$ cat src/rtl/gpio_port_pkg.sv
package gpio_port_pkg;

    localparam int CFG_COUNT = 5;

    // Index of each writable configuration word inside the register file
    localparam logic [2:0] CFG_IRQSEL   = 3'd0;
    localparam logic [2:0] CFG_GATE     = 3'd1;
    localparam logic [2:0] CFG_PAT_HI   = 3'd2;
    localparam logic [2:0] CFG_PAT_LO   = 3'd3;
    localparam logic [2:0] CFG_PULL_OFF = 3'd4;
    localparam logic [2:0] CFG_NONE     = 3'd7;

    // Address pages (addr[7:4])
    localparam logic [3:0] PAGE_LEVEL    = 4'd0;
    localparam logic [3:0] PAGE_IRQSEL   = 4'd1;
    localparam logic [3:0] PAGE_GATE     = 4'd2;
    localparam logic [3:0] PAGE_PAT_HI   = 4'd3;
    localparam logic [3:0] PAGE_PAT_LO   = 4'd4;
    localparam logic [3:0] PAGE_FLAG     = 4'd5;
    localparam logic [3:0] PAGE_PULL_OFF = 4'd7;

    typedef enum logic [1:0] {
        OP_WRITE = 2'd0,
        OP_SET   = 2'd1,
        OP_CLEAR = 2'd2,
        OP_RSVD  = 2'd3
    } alias_op_e;

    typedef enum logic [1:0] {
        ROLE_FUNC     = 2'd0,
        ROLE_GPIO_IN  = 2'd1,
        ROLE_GPIO_OUT = 2'd2,
        ROLE_IRQ      = 2'd3
    } pin_role_e;

    function automatic logic [2:0] page_to_cfg(input logic [3:0] page);
        case (page)
            PAGE_IRQSEL:   return CFG_IRQSEL;
            PAGE_GATE:     return CFG_GATE;
            PAGE_PAT_HI:   return CFG_PAT_HI;
            PAGE_PAT_LO:   return CFG_PAT_LO;
            PAGE_PULL_OFF: return CFG_PULL_OFF;
            default:       return CFG_NONE;
        endcase
    endfunction

    function automatic pin_role_e decode_role(input logic irqsel, input logic gate,
                                              input logic pat_hi);
        if (irqsel)      return ROLE_IRQ;
        else if (!gate)  return ROLE_FUNC;
        else if (pat_hi) return ROLE_GPIO_IN;
        else             return ROLE_GPIO_OUT;
    endfunction

endpackage

$ cat src/rtl/gpio_port_cfg_regs.sv
module gpio_port_cfg_regs
    import gpio_port_pkg::*;
#(
    parameter int                N_PINS       = 32,
    parameter logic [N_PINS-1:0] PULL_OFF_RST = '0
) (
    input  logic              clk,
    input  logic              rst_n,
    input  logic              wr_en,
    input  logic [2:0]        wr_idx,
    input  alias_op_e         wr_op,
    input  logic [N_PINS-1:0] wr_data,
    output logic [N_PINS-1:0] cfg_irqsel,
    output logic [N_PINS-1:0] cfg_gate,
    output logic [N_PINS-1:0] cfg_pat_hi,
    output logic [N_PINS-1:0] cfg_pat_lo,
    output logic [N_PINS-1:0] cfg_pull_off
);

    typedef struct packed {
        logic [CFG_COUNT-1:0][N_PINS-1:0] r;
    } cfg_state_t;

    cfg_state_t state_d, state_q;

    always_comb begin
        state_d = state_q;
        for (int k = 0; k < CFG_COUNT; k++) begin
            if (wr_en && (wr_idx == 3'(k))) begin
                case (wr_op)
                    OP_WRITE: state_d.r[k] = wr_data;
                    OP_SET:   state_d.r[k] = state_q.r[k] | wr_data;
                    OP_CLEAR: state_d.r[k] = state_q.r[k] & ~wr_data;
                    default:  state_d.r[k] = state_q.r[k];
                endcase
            end
        end
    end

    always_ff @(posedge clk) begin
        if (!rst_n) begin
            state_q.r[CFG_IRQSEL]   <= '0;
            state_q.r[CFG_GATE]     <= '1;
            state_q.r[CFG_PAT_HI]   <= '1;
            state_q.r[CFG_PAT_LO]   <= '0;
            state_q.r[CFG_PULL_OFF] <= PULL_OFF_RST;
        end else begin
            state_q <= state_d;
        end
    end

    assign cfg_irqsel   = state_q.r[CFG_IRQSEL];
    assign cfg_gate     = state_q.r[CFG_GATE];
    assign cfg_pat_hi   = state_q.r[CFG_PAT_HI];
    assign cfg_pat_lo   = state_q.r[CFG_PAT_LO];
    assign cfg_pull_off = state_q.r[CFG_PULL_OFF];

    for (genvar k = 0; k < CFG_COUNT; k++) begin : g_chk
        AST_SET_ONLY_RAISES: assert property (@(posedge clk) disable iff (!rst_n)
            (wr_en && wr_idx == 3'(k) && wr_op == OP_SET) |=>
            (((state_q.r[k] & $past(wr_data)) == $past(wr_data)) &&
             ((state_q.r[k] & ~$past(wr_data)) == ($past(state_q.r[k]) & ~$past(wr_data)))));
        AST_CLR_ONLY_LOWERS: assert property (@(posedge clk) disable iff (!rst_n)
            (wr_en && wr_idx == 3'(k) && wr_op == OP_CLEAR) |=>
            (((state_q.r[k] & $past(wr_data)) == '0) &&
             ((state_q.r[k] & ~$past(wr_data)) == ($past(state_q.r[k]) & ~$past(wr_data)))));
    end

    AST_IDLE_HOLDS: assert property (@(posedge clk) disable iff (!rst_n)
        (!wr_en || wr_op == OP_RSVD) |=> $stable(state_q));

endmodule

$ cat src/rtl/gpio_port_sync.sv
module gpio_port_sync #(
    parameter int N_PINS = 32
) (
    input  logic              clk,
    input  logic              rst_n,
    input  logic [N_PINS-1:0] pad_in,
    output logic [N_PINS-1:0] level_o
);

    typedef struct packed {
        logic [N_PINS-1:0] stage1;
        logic [N_PINS-1:0] stage2;
        logic [1:0]        settle;
    } sync_state_t;

    sync_state_t sync_d, sync_q;

    always_comb begin
        sync_d        = sync_q;
        sync_d.stage1 = pad_in;
        sync_d.stage2 = sync_q.stage1;
        if (sync_q.settle != 2'd2) begin
            sync_d.settle = sync_q.settle + 2'd1;
        end
    end

    always_ff @(posedge clk) begin
        if (!rst_n) begin
            sync_q <= '0;
        end else begin
            sync_q <= sync_d;
        end
    end

    assign level_o = sync_q.stage2;

    AST_LEVEL_TWO_EDGES: assert property (@(posedge clk) disable iff (!rst_n)
        (sync_q.settle == 2'd2) |-> (level_o == $past(pad_in, 2)));

endmodule

$ cat src/rtl/gpio_port_role_decode.sv
module gpio_port_role_decode
    import gpio_port_pkg::*;
#(
    parameter int N_PINS = 32
) (
    input  logic                   clk,
    input  logic                   rst_n,
    input  logic [N_PINS-1:0]      cfg_irqsel,
    input  logic [N_PINS-1:0]      cfg_gate,
    input  logic [N_PINS-1:0]      cfg_pat_hi,
    input  logic [N_PINS-1:0]      cfg_pat_lo,
    output logic [N_PINS-1:0]      pad_oe,
    output logic [N_PINS-1:0]      pad_out,
    output logic [N_PINS-1:0]      func_en,
    output logic [N_PINS-1:0][1:0] func_sel,
    output logic [N_PINS-1:0]      irq_en,
    output logic [N_PINS-1:0]      irq_edge,
    output logic [N_PINS-1:0]      irq_high
);

    for (genvar i = 0; i < N_PINS; i++) begin : g_pin
        pin_role_e role;

        always_comb begin
            role        = decode_role(cfg_irqsel[i], cfg_gate[i], cfg_pat_hi[i]);
            pad_oe[i]   = 1'b0;
            pad_out[i]  = 1'b0;
            func_en[i]  = 1'b0;
            func_sel[i] = 2'b00;
            irq_en[i]   = 1'b0;
            irq_edge[i] = 1'b0;
            irq_high[i] = 1'b0;
            case (role)
                ROLE_FUNC: begin
                    func_en[i]  = 1'b1;
                    func_sel[i] = {cfg_pat_hi[i], cfg_pat_lo[i]};
                end
                ROLE_GPIO_OUT: begin
                    pad_oe[i]  = 1'b1;
                    pad_out[i] = cfg_pat_lo[i];
                end
                ROLE_IRQ: begin
                    irq_en[i]   = ~cfg_gate[i];
                    irq_edge[i] = cfg_pat_hi[i];
                    irq_high[i] = cfg_pat_lo[i];
                end
                default: ;
            endcase
        end

        AST_ONE_ROLE: assert property (@(posedge clk) disable iff (!rst_n)
            $onehot0({pad_oe[i], func_en[i], cfg_irqsel[i]}));
        AST_OUT_TRACKS_PATLO: assert property (@(posedge clk) disable iff (!rst_n)
            pad_oe[i] |-> (pad_out[i] == cfg_pat_lo[i]));
        AST_IRQ_PIN_UNDRIVEN: assert property (@(posedge clk) disable iff (!rst_n)
            cfg_irqsel[i] |-> (!pad_oe[i] && !func_en[i]));
        AST_NO_IRQ_OUTSIDE: assert property (@(posedge clk) disable iff (!rst_n)
            !cfg_irqsel[i] |-> (!irq_en[i] && !irq_edge[i] && !irq_high[i]));
    end

endmodule

$ cat src/rtl/gpio_port_mux.sv
module gpio_port_mux
    import gpio_port_pkg::*;
#(
    parameter int                N_PINS     = 32,
    parameter int                ADDR_W     = 8,
    parameter logic [N_PINS-1:0] PULLUP_CAP = 32'h0F0F_00FF,
    parameter logic [N_PINS-1:0] PULLDN_CAP = 32'hF000_FF00
) (
    input  logic                  clk,
    input  logic                  rst_n,
    input  logic                  bus_valid,
    input  logic                  bus_write,
    input  logic [ADDR_W-1:0]     bus_addr,
    input  logic [N_PINS-1:0]     bus_wdata,
    output logic [N_PINS-1:0]     bus_rdata,
    input  logic [N_PINS-1:0]     pad_in,
    input  logic [N_PINS-1:0]     irq_flag_in,
    output logic [N_PINS-1:0]     pad_oe,
    output logic [N_PINS-1:0]     pad_out,
    output logic [N_PINS-1:0]     func_en,
    output logic [2*N_PINS-1:0]   func_sel,
    output logic [N_PINS-1:0]     irq_en,
    output logic [N_PINS-1:0]     irq_edge,
    output logic [N_PINS-1:0]     irq_high,
    output logic [N_PINS-1:0]     pull_up_en,
    output logic [N_PINS-1:0]     pull_dn_en
);

    localparam int                OP_LSB       = 2;
    localparam int                PAGE_LSB     = 4;
    localparam int                DEC_BITS     = PAGE_LSB + 4;
    localparam logic [N_PINS-1:0] PULL_CAPABLE = PULLUP_CAP | PULLDN_CAP;
    localparam logic [N_PINS-1:0] PULL_OFF_RST = ~PULL_CAPABLE;

    logic [3:0]        page;
    alias_op_e         op;
    logic              addr_ok;
    logic [2:0]        wr_idx;
    logic              wr_en;
    logic [N_PINS-1:0] cfg_irqsel, cfg_gate, cfg_pat_hi, cfg_pat_lo, cfg_pull_off;
    logic [N_PINS-1:0] level_sync;
    logic [N_PINS-1:0][1:0] func_sel_pk;

    assign page   = bus_addr[PAGE_LSB +: 4];
    assign op     = alias_op_e'(bus_addr[OP_LSB +: 2]);
    assign wr_idx = page_to_cfg(page);

    always_comb begin
        addr_ok = (bus_addr[OP_LSB-1:0] == '0);
        if (ADDR_W > DEC_BITS) begin
            addr_ok = addr_ok && ((bus_addr >> DEC_BITS) == '0);
        end
    end

    assign wr_en = bus_valid && bus_write && addr_ok && (wr_idx != CFG_NONE);

    gpio_port_cfg_regs #(
        .N_PINS      (N_PINS),
        .PULL_OFF_RST(PULL_OFF_RST)
    ) u_regs (
        .clk         (clk),
        .rst_n       (rst_n),
        .wr_en       (wr_en),
        .wr_idx      (wr_idx),
        .wr_op       (op),
        .wr_data     (bus_wdata),
        .cfg_irqsel  (cfg_irqsel),
        .cfg_gate    (cfg_gate),
        .cfg_pat_hi  (cfg_pat_hi),
        .cfg_pat_lo  (cfg_pat_lo),
        .cfg_pull_off(cfg_pull_off)
    );

    gpio_port_sync #(.N_PINS(N_PINS)) u_sync (
        .clk    (clk),
        .rst_n  (rst_n),
        .pad_in (pad_in),
        .level_o(level_sync)
    );

    gpio_port_role_decode #(.N_PINS(N_PINS)) u_decode (
        .clk       (clk),
        .rst_n     (rst_n),
        .cfg_irqsel(cfg_irqsel),
        .cfg_gate  (cfg_gate),
        .cfg_pat_hi(cfg_pat_hi),
        .cfg_pat_lo(cfg_pat_lo),
        .pad_oe    (pad_oe),
        .pad_out   (pad_out),
        .func_en   (func_en),
        .func_sel  (func_sel_pk),
        .irq_en    (irq_en),
        .irq_edge  (irq_edge),
        .irq_high  (irq_high)
    );

    assign func_sel = func_sel_pk;

    // Pull-up wins on a pin that both masks would claim
    assign pull_up_en = ~cfg_pull_off & PULLUP_CAP;
    assign pull_dn_en = ~cfg_pull_off & PULLDN_CAP & ~PULLUP_CAP;

    always_comb begin
        bus_rdata = '0;
        if (bus_valid && !bus_write && addr_ok && op == OP_WRITE) begin
            case (page)
                PAGE_LEVEL:    bus_rdata = level_sync;
                PAGE_IRQSEL:   bus_rdata = cfg_irqsel;
                PAGE_GATE:     bus_rdata = cfg_gate;
                PAGE_PAT_HI:   bus_rdata = cfg_pat_hi;
                PAGE_PAT_LO:   bus_rdata = cfg_pat_lo;
                PAGE_FLAG:     bus_rdata = irq_flag_in;
                PAGE_PULL_OFF: bus_rdata = cfg_pull_off;
                default:       bus_rdata = '0;
            endcase
        end
    end

    AST_ALIAS_READS_ZERO: assert property (@(posedge clk) disable iff (!rst_n)
        (bus_valid && !bus_write && op != OP_WRITE) |-> (bus_rdata == '0));
    AST_PULL_NOT_BOTH: assert property (@(posedge clk) disable iff (!rst_n)
        ((pull_up_en & pull_dn_en) == '0));
    AST_PULL_ONLY_CAPABLE: assert property (@(posedge clk) disable iff (!rst_n)
        (((pull_up_en | pull_dn_en) & ~PULL_CAPABLE) == '0));

endmodule

$ cat config.mk
export PLATFORM = sky130hd
export DESIGN_NAME = gpio_port_mux
export DESIGN_NICKNAME = d
export VERILOG_FILES = /design/src/rtl/gpio_port_pkg.sv /design/src/rtl/gpio_port_cfg_regs.sv /design/src/rtl/gpio_port_sync.sv /design/src/rtl/gpio_port_role_decode.sv /design/src/rtl/gpio_port_mux.sv
export SDC_FILE = /design/constraint.sdc
export NUM_CORES = 1
export LEC_CHECK = 0
export ABC_AREA = 1
export BUFFER_PORTS_ARGS = -buffer_cell sky130_fd_sc_hd__buf_2
export CAP_MARGIN = 15
export CORE_AREA = 3 3 176 178
export DETAILED_ROUTE_END_ITERATION = 12
export DIE_AREA = 0 0 179 181
export MAX_ROUTING_LAYER = met4
export PLACE_DENSITY = 0.74
export SYNTH_ARGS = -nofsm -noshare
export SYNTH_HDL_FRONTEND = slang
export SYNTH_SLANG_ARGS = --single-unit
$ cat constraint.sdc
create_clock -name clk -period 4.7 [get_ports clk]
set_input_delay 0.94 -clock clk [delete_from_list [all_inputs] [get_ports clk]]
set_output_delay 0.94 -clock clk [all_outputs]
set_load 0.01 [all_outputs]
After elaboration in Yosys (flattened, before gate mapping) --
Index checks and enable logic that the tools add are counted.
Word-level totals: output and inout port bits 352, bits of input ports 108, word-level logic and storage cells 510, bits in registers 224
Operators by class: equal/unequal tests 77, multiplexer cells 328, reduce and logical (&&, ||, !) cells 54, bitwise logic cells 44
Operators by type and width (number):
- $pmux 32 s3 | 5
- $mux 2 | 128
- $pmux 32 s7 | 1
- $mux 1 | 192
- $and 32x32->32 | 5
- $or 32x32->32 | 5
- $eq 2x2->1 const B | 65
- $logic_not 2->1 | 34
- $not 32->32 | 2
- $mux 32 | 1
- $not 1->1 | 32
- $pmux 3 s5 | 1
- $eq 4x3->1 const B | 3
- $logic_and 1x1->1 | 11
- $reduce_and 2->1 | 5
- $eq 4x2->1 const B | 2
- $eq 3x2->1 const B | 2
- $eq 4x1->1 const B | 1
- $logic_not 4->1 | 1
- $eq 3x1->1 const B | 1
- $eq 3x3->1 const B | 1
- $logic_not 3->1 | 1
- $ne 3x3->1 const B | 1
- $reduce_bool 3->1 | 1
- 2 further kinds | 2

Longest topological paths before layout --
word-level depth 6, depth in mapped cells 11, gate-level depth less buffers 10

Cells and area by module --
A second synthesis with hierarchy kept.
Second synthesis, totals: cells, all modules 2470, area total of the unflattened synthesis 14376.3 µm²
By module, submodules not included:
- gpio_port_cfg_regs | instances 1, sequential area each 3203.1 µm², cells an instance 1238, area each 7749.9 µm²
- gpio_port_mux | instances 1, sequential area each 0.0 µm², cells an instance 585, area each 2743.9 µm²
- gpio_port_role_decode | instances 1, sequential area each 0.0 µm², cells an instance 448, area each 2042.0 µm²
- gpio_port_sync | instances 1, sequential area each 1281.2 µm², cells an instance 199, area each 1840.5 µm²

Worst setup path before layout --
OpenSTA, ideal clock, no wires.
path type input-to-output, start input bus_addr[7], end output bus_rdata[23], data arrival time 2026 ps, data required time 3760 ps, slack 1734 ps, path buffers 2, stages on the path 7, cell sequence nor2_1 > buf_2 > nand2_1 > clkbuf_1 > o21ai_0 > nor2_1 > a21oi_1
Between the ends: longest elaborated chain between the ends 3, elaborated cells on any way between the ends 9, those cells by class 6 x eq/ne; 2 x mux; 1 x reduce/logical
RTL lines:
- from (decl) | line gpio_port_mux.sv:13 | input logic [ADDR_W-1:0] bus_addr,
- $eq 4x3->1, or another cell as far along | line gpio_port_mux.sv:106 | case (page)
- $pmux 32 s7 (*) | line gpio_port_mux.sv:106
- $mux 32 (*) | line gpio_port_mux.sv:105 | if (bus_valid && !bus_write && addr_ok && op == OP_WRITE) begin
- to (decl) | line gpio_port_mux.sv:15 | output logic [N_PINS-1:0] bus_rdata,
Mark *: on every way between the ends. The rest lies on a longest branch, timed or not.

Worst setup path after layout --
start input bus_addr[6], end output bus_rdata[13]
The elaborated chain is that of the path after synthesis.

==> results.md <==
- Capturing point of the worst reg2reg path: u_regs.cfg_irqsel[6]$_SDFFE_PN0P_
- Routed via count: roughly 17,000
- Net Sw Power: 1.18 mW
- Max IR drop VDD: between 0.2 and 0.3 mV
- Critical R2R Launch: u_regs.cfg_irqsel[6]$_SDFFE_PN0P_
- Synth cell count leaders: 560 x nand2_1, 402 x nor2_1, 385 x inv_1
- Minimum clock period: roughly 3.9 ns
- I/O pins: between 400 and 500
- Cells after synthesis: between 2,000 and 2,500
- Clk buf depth: 3
- Synth top area cells: dfxtp_1 32%, nand2_1 15%, nor2_1 11%, inv_1 10%, o211ai_1 5.0%
- Cell variety after synth: 25
- Width of the die: 179 µm
- Area Overhead vs Synth: 22.3%
- Most common cell in the netlist: nand2_1
- CP max stage cell: nand2_2
- Yosys warnings: 0
- Die height: roughly 180 µm
- Core ar.: 29,600 µm²
- DR pass1 iterations: 6
- Main flop type after synthesis: dfxtp_1
- Worst Path Required: between 3 and 4 ns
- CTS tree: done
- First-pass GRT wire length: slightly above 80,000 µm
- RePlAce Congestion: 0.974
- Critical Path, Cell by Cell: buf_2 > inv_2 > nor2_4 > nand2_2 > buf_4 > o21ai_0 > nor2_1 > a21oi_1 > buf_2
- Min-delay worst type: reg -> reg
- Rel. slew slack: just under 30%
- Worst Path Buf+Inv: 4
- Crit. path cell count: 9
- Crit path kind: in -> out
- Final Hold Violating Endpoints: 0
- Arr. time, crit path: ~3.0 ns
- Starting Density: a little under half
- Combinational group share of total power: around 11%
- Worst-path fanout max: 20
- Clock Pin Slew Worst Setup and Hold Paths: about 0.060 ns
- Sw frac: about a quarter
- CTS HTree Levels: 1
- Post-synth ARST share: 0%
- Share of cells above drive strength 1: between 10% and 20%
- FF-to-FF path depth: 4
- Cell Int Power: 3.33 mW
- Seq/Total Area, Yosys: about a third
- Placed Instances: 3,059
- Endpoint, Worst Hold: u_sync.level_o[19]$_SDFF_PN0_
- Fmax: about 0.25 GHz
- Crit-path leading delay family: simple AND/OR/NAND/NOR gates
- Drt via density: between 5 and 6
- Vias in the first global route: 15,500
- Hold Path Origin: u_sync.sync_d[21]$_SDFF_PN0_
- Avg Synthesized Cell Area: approximately 5.9 µm²
- Port bufs: 423
- Synth top area share: ~32%
- 1st-iter DRT viols: between 1,000 and 1,500
- Flop pwr share: between 40% and 50%
- Placement-stage cell area: between 15,000 and 20,000 µm²
- Final period util: about 84%
- Root Buffer: clkbuf_16
- Power per cell area: about 270 nW/µm²
- Slowest stage delay, CP: 0.48 ns
- LEAKAGE: between 10 and 15 nW
- Layout Cells excl Fill: 3,113
- Die ar.: around 32,000 µm²
- Fin area: 16,900 µm²
- Max Clock Skew: about 0.009 ns
- FF+latch count, synth: 224
- Fin. max-slew vios: 0
- Final setup viols: 0
- Max-Cap Viols: 0
- Cell area after synthesis: ~14,000 µm²
- Hold_buf cts: 0
- Final WL: roughly 54,000 µm
- Post-synth EDFFs: 0
- Hold path depth: 2
- Worst Tran Pin Value: about 1.1 ns
- Antenna Violating Nets Remaining: 0
- Drt wl/cell: roughly 17 µm
- Worst Setup Start Kind: input port
- Post_cts resized: 0
- Skew-Pair Late Insertion Delay: roughly 0.53 ns
- Share of total power in the clock network: 45.8%
- Status: complete, no violations
- Final HPWL DP: approximately 37,000 µm
- Setup TNS: 0 ns
- CTS buffer count: 26
- CTS sink count: about 220
- Grt ovf: 0
- Setup repair after global routing missed its margin: false
- Largest net degree at the start of global routing: 111
- # nets final: between 2,000 and 3,000
- Worst R2R Setup Slack: roughly 3.6 ns
- Largest area contributor in the netlist: dfxtp_1
- Worst setup EP type: output port
- Crit path top cell by count: buf_2
- Post-CTS setup buffer count: 0
- Row count: 63
- Number of remaining DRC errors: 0
- GRT Total Usage: 33.0%
- Initial antenna violation count: 8
## kinds of logic (layout without fill, tap and decap cells)
| kind of cell | Yosys count | count (layout) | synth area share (%) |
|---|---|---|---|
| and+or+nand+nor | 1238 | 1238 | 36.7 |
| other | 1 | 44 | 0.0271 |
| buffers and inverters | 560 | 880 | 16.5 |
| AOI/OAI and AO/OA | 333 | 333 | 14.0 |
| DFF | 224 | 224 | 32.5 |
| adders and majority gates | 4 | 4 | 0.362 |
## worst reg2reg max path, stage by stage, from the launching register on
cell	delay, ns
dfxtp_1	0.55
o211ai_1	0.17
nand2_1	0.09
nand2_1	0.05
a21oi_1	0.15
## cells in the final DEF, fill, tap and decap left out, drive strengths merged, types with 4 or more instances in the layout
master    n
nand2   563
buf     447
nor2    405
inv     387
dfxtp   224
a21oi   132
nand3   117
nor3    116
o211ai   92
o21ai    77
clkbuf   39
conb     36
o22ai    32
nor4     32
diode     8
clkinv    5
nand4     4
ha        4
## per-stage QoR
step / hold slack [ns] / util, % / power (mW) / worst slack (ns)
after floorplan: 0.390 / - / 2.32 / 1.73
after global placement: 0.391 / 54.2 / 2.47 / 0.791
after detailed placement: 0.397 / 54.2 / 2.47 / 0.779
after CTS: 0.407 / 57.1 / 4.52 / 0.775
after global routing: 0.436 / 57.2 / 4.67 / 0.542
final: 0.408 / 57.2 / 4.51 / 0.775
## worst max path at each step
| stage | slack, ns | to | startpoint |
|---|---|---|---|
| detailed placement | 0.78 | bus_rdata[13] | bus_addr[6] |
| CTS | 0.77 | bus_rdata[13] | bus_addr[6] |
| floorplan | 1.73 | bus_rdata[23] | bus_addr[7] |
| global placement | 0.79 | bus_rdata[13] | bus_addr[6] |
| global route | 0.54 | bus_rdata[13] | bus_addr[6] |
| finish | 0.77 | bus_rdata[13] | bus_addr[6] |
## power by group through the flow
stage	sequential, mW	clock, mW	combinational (mW)
final	1.94	2.06	0.506
after global routing	1.94	2.17	0.566
after CTS	1.94	2.08	0.496
after detailed placement	1.98	0	0.493
after global placement	1.98	0	0.486
after floorplan	1.98	0	0.343
## sequential cells by signal, indices dropped and copies added, names as in the netlist
register,count
u_regs.cfg_gate,32
u_regs.cfg_irqsel,32
u_regs.cfg_pat_hi,32
u_regs.cfg_pat_lo,32
u_regs.cfg_pull_off,32
u_sync.level_o,32
u_sync.sync_d,32
## routing by layer
| layer | track usage [%] | part of all wire, % |
|---|---|---|
| met1 | 39.8 | 38 |
| met2 | 53.4 | 47 |
| met3 | 5.21 | 10 |
| met4 | 16.1 | 4.9 |
| met5 | - | 0 |
## cell type report
type                    count  area (µm²)
fillers                  3015       12700
multi-input cells        1611        7230
flip-flops and latches    224        4480
repair buffers            447        2350
inverters                 387        1450
clock buffers              39         781
well taps                 390         488
clock inverters             7        85.1
diodes                      8        20.0
No activity file was read; power rests on OpenSTA's default activity.
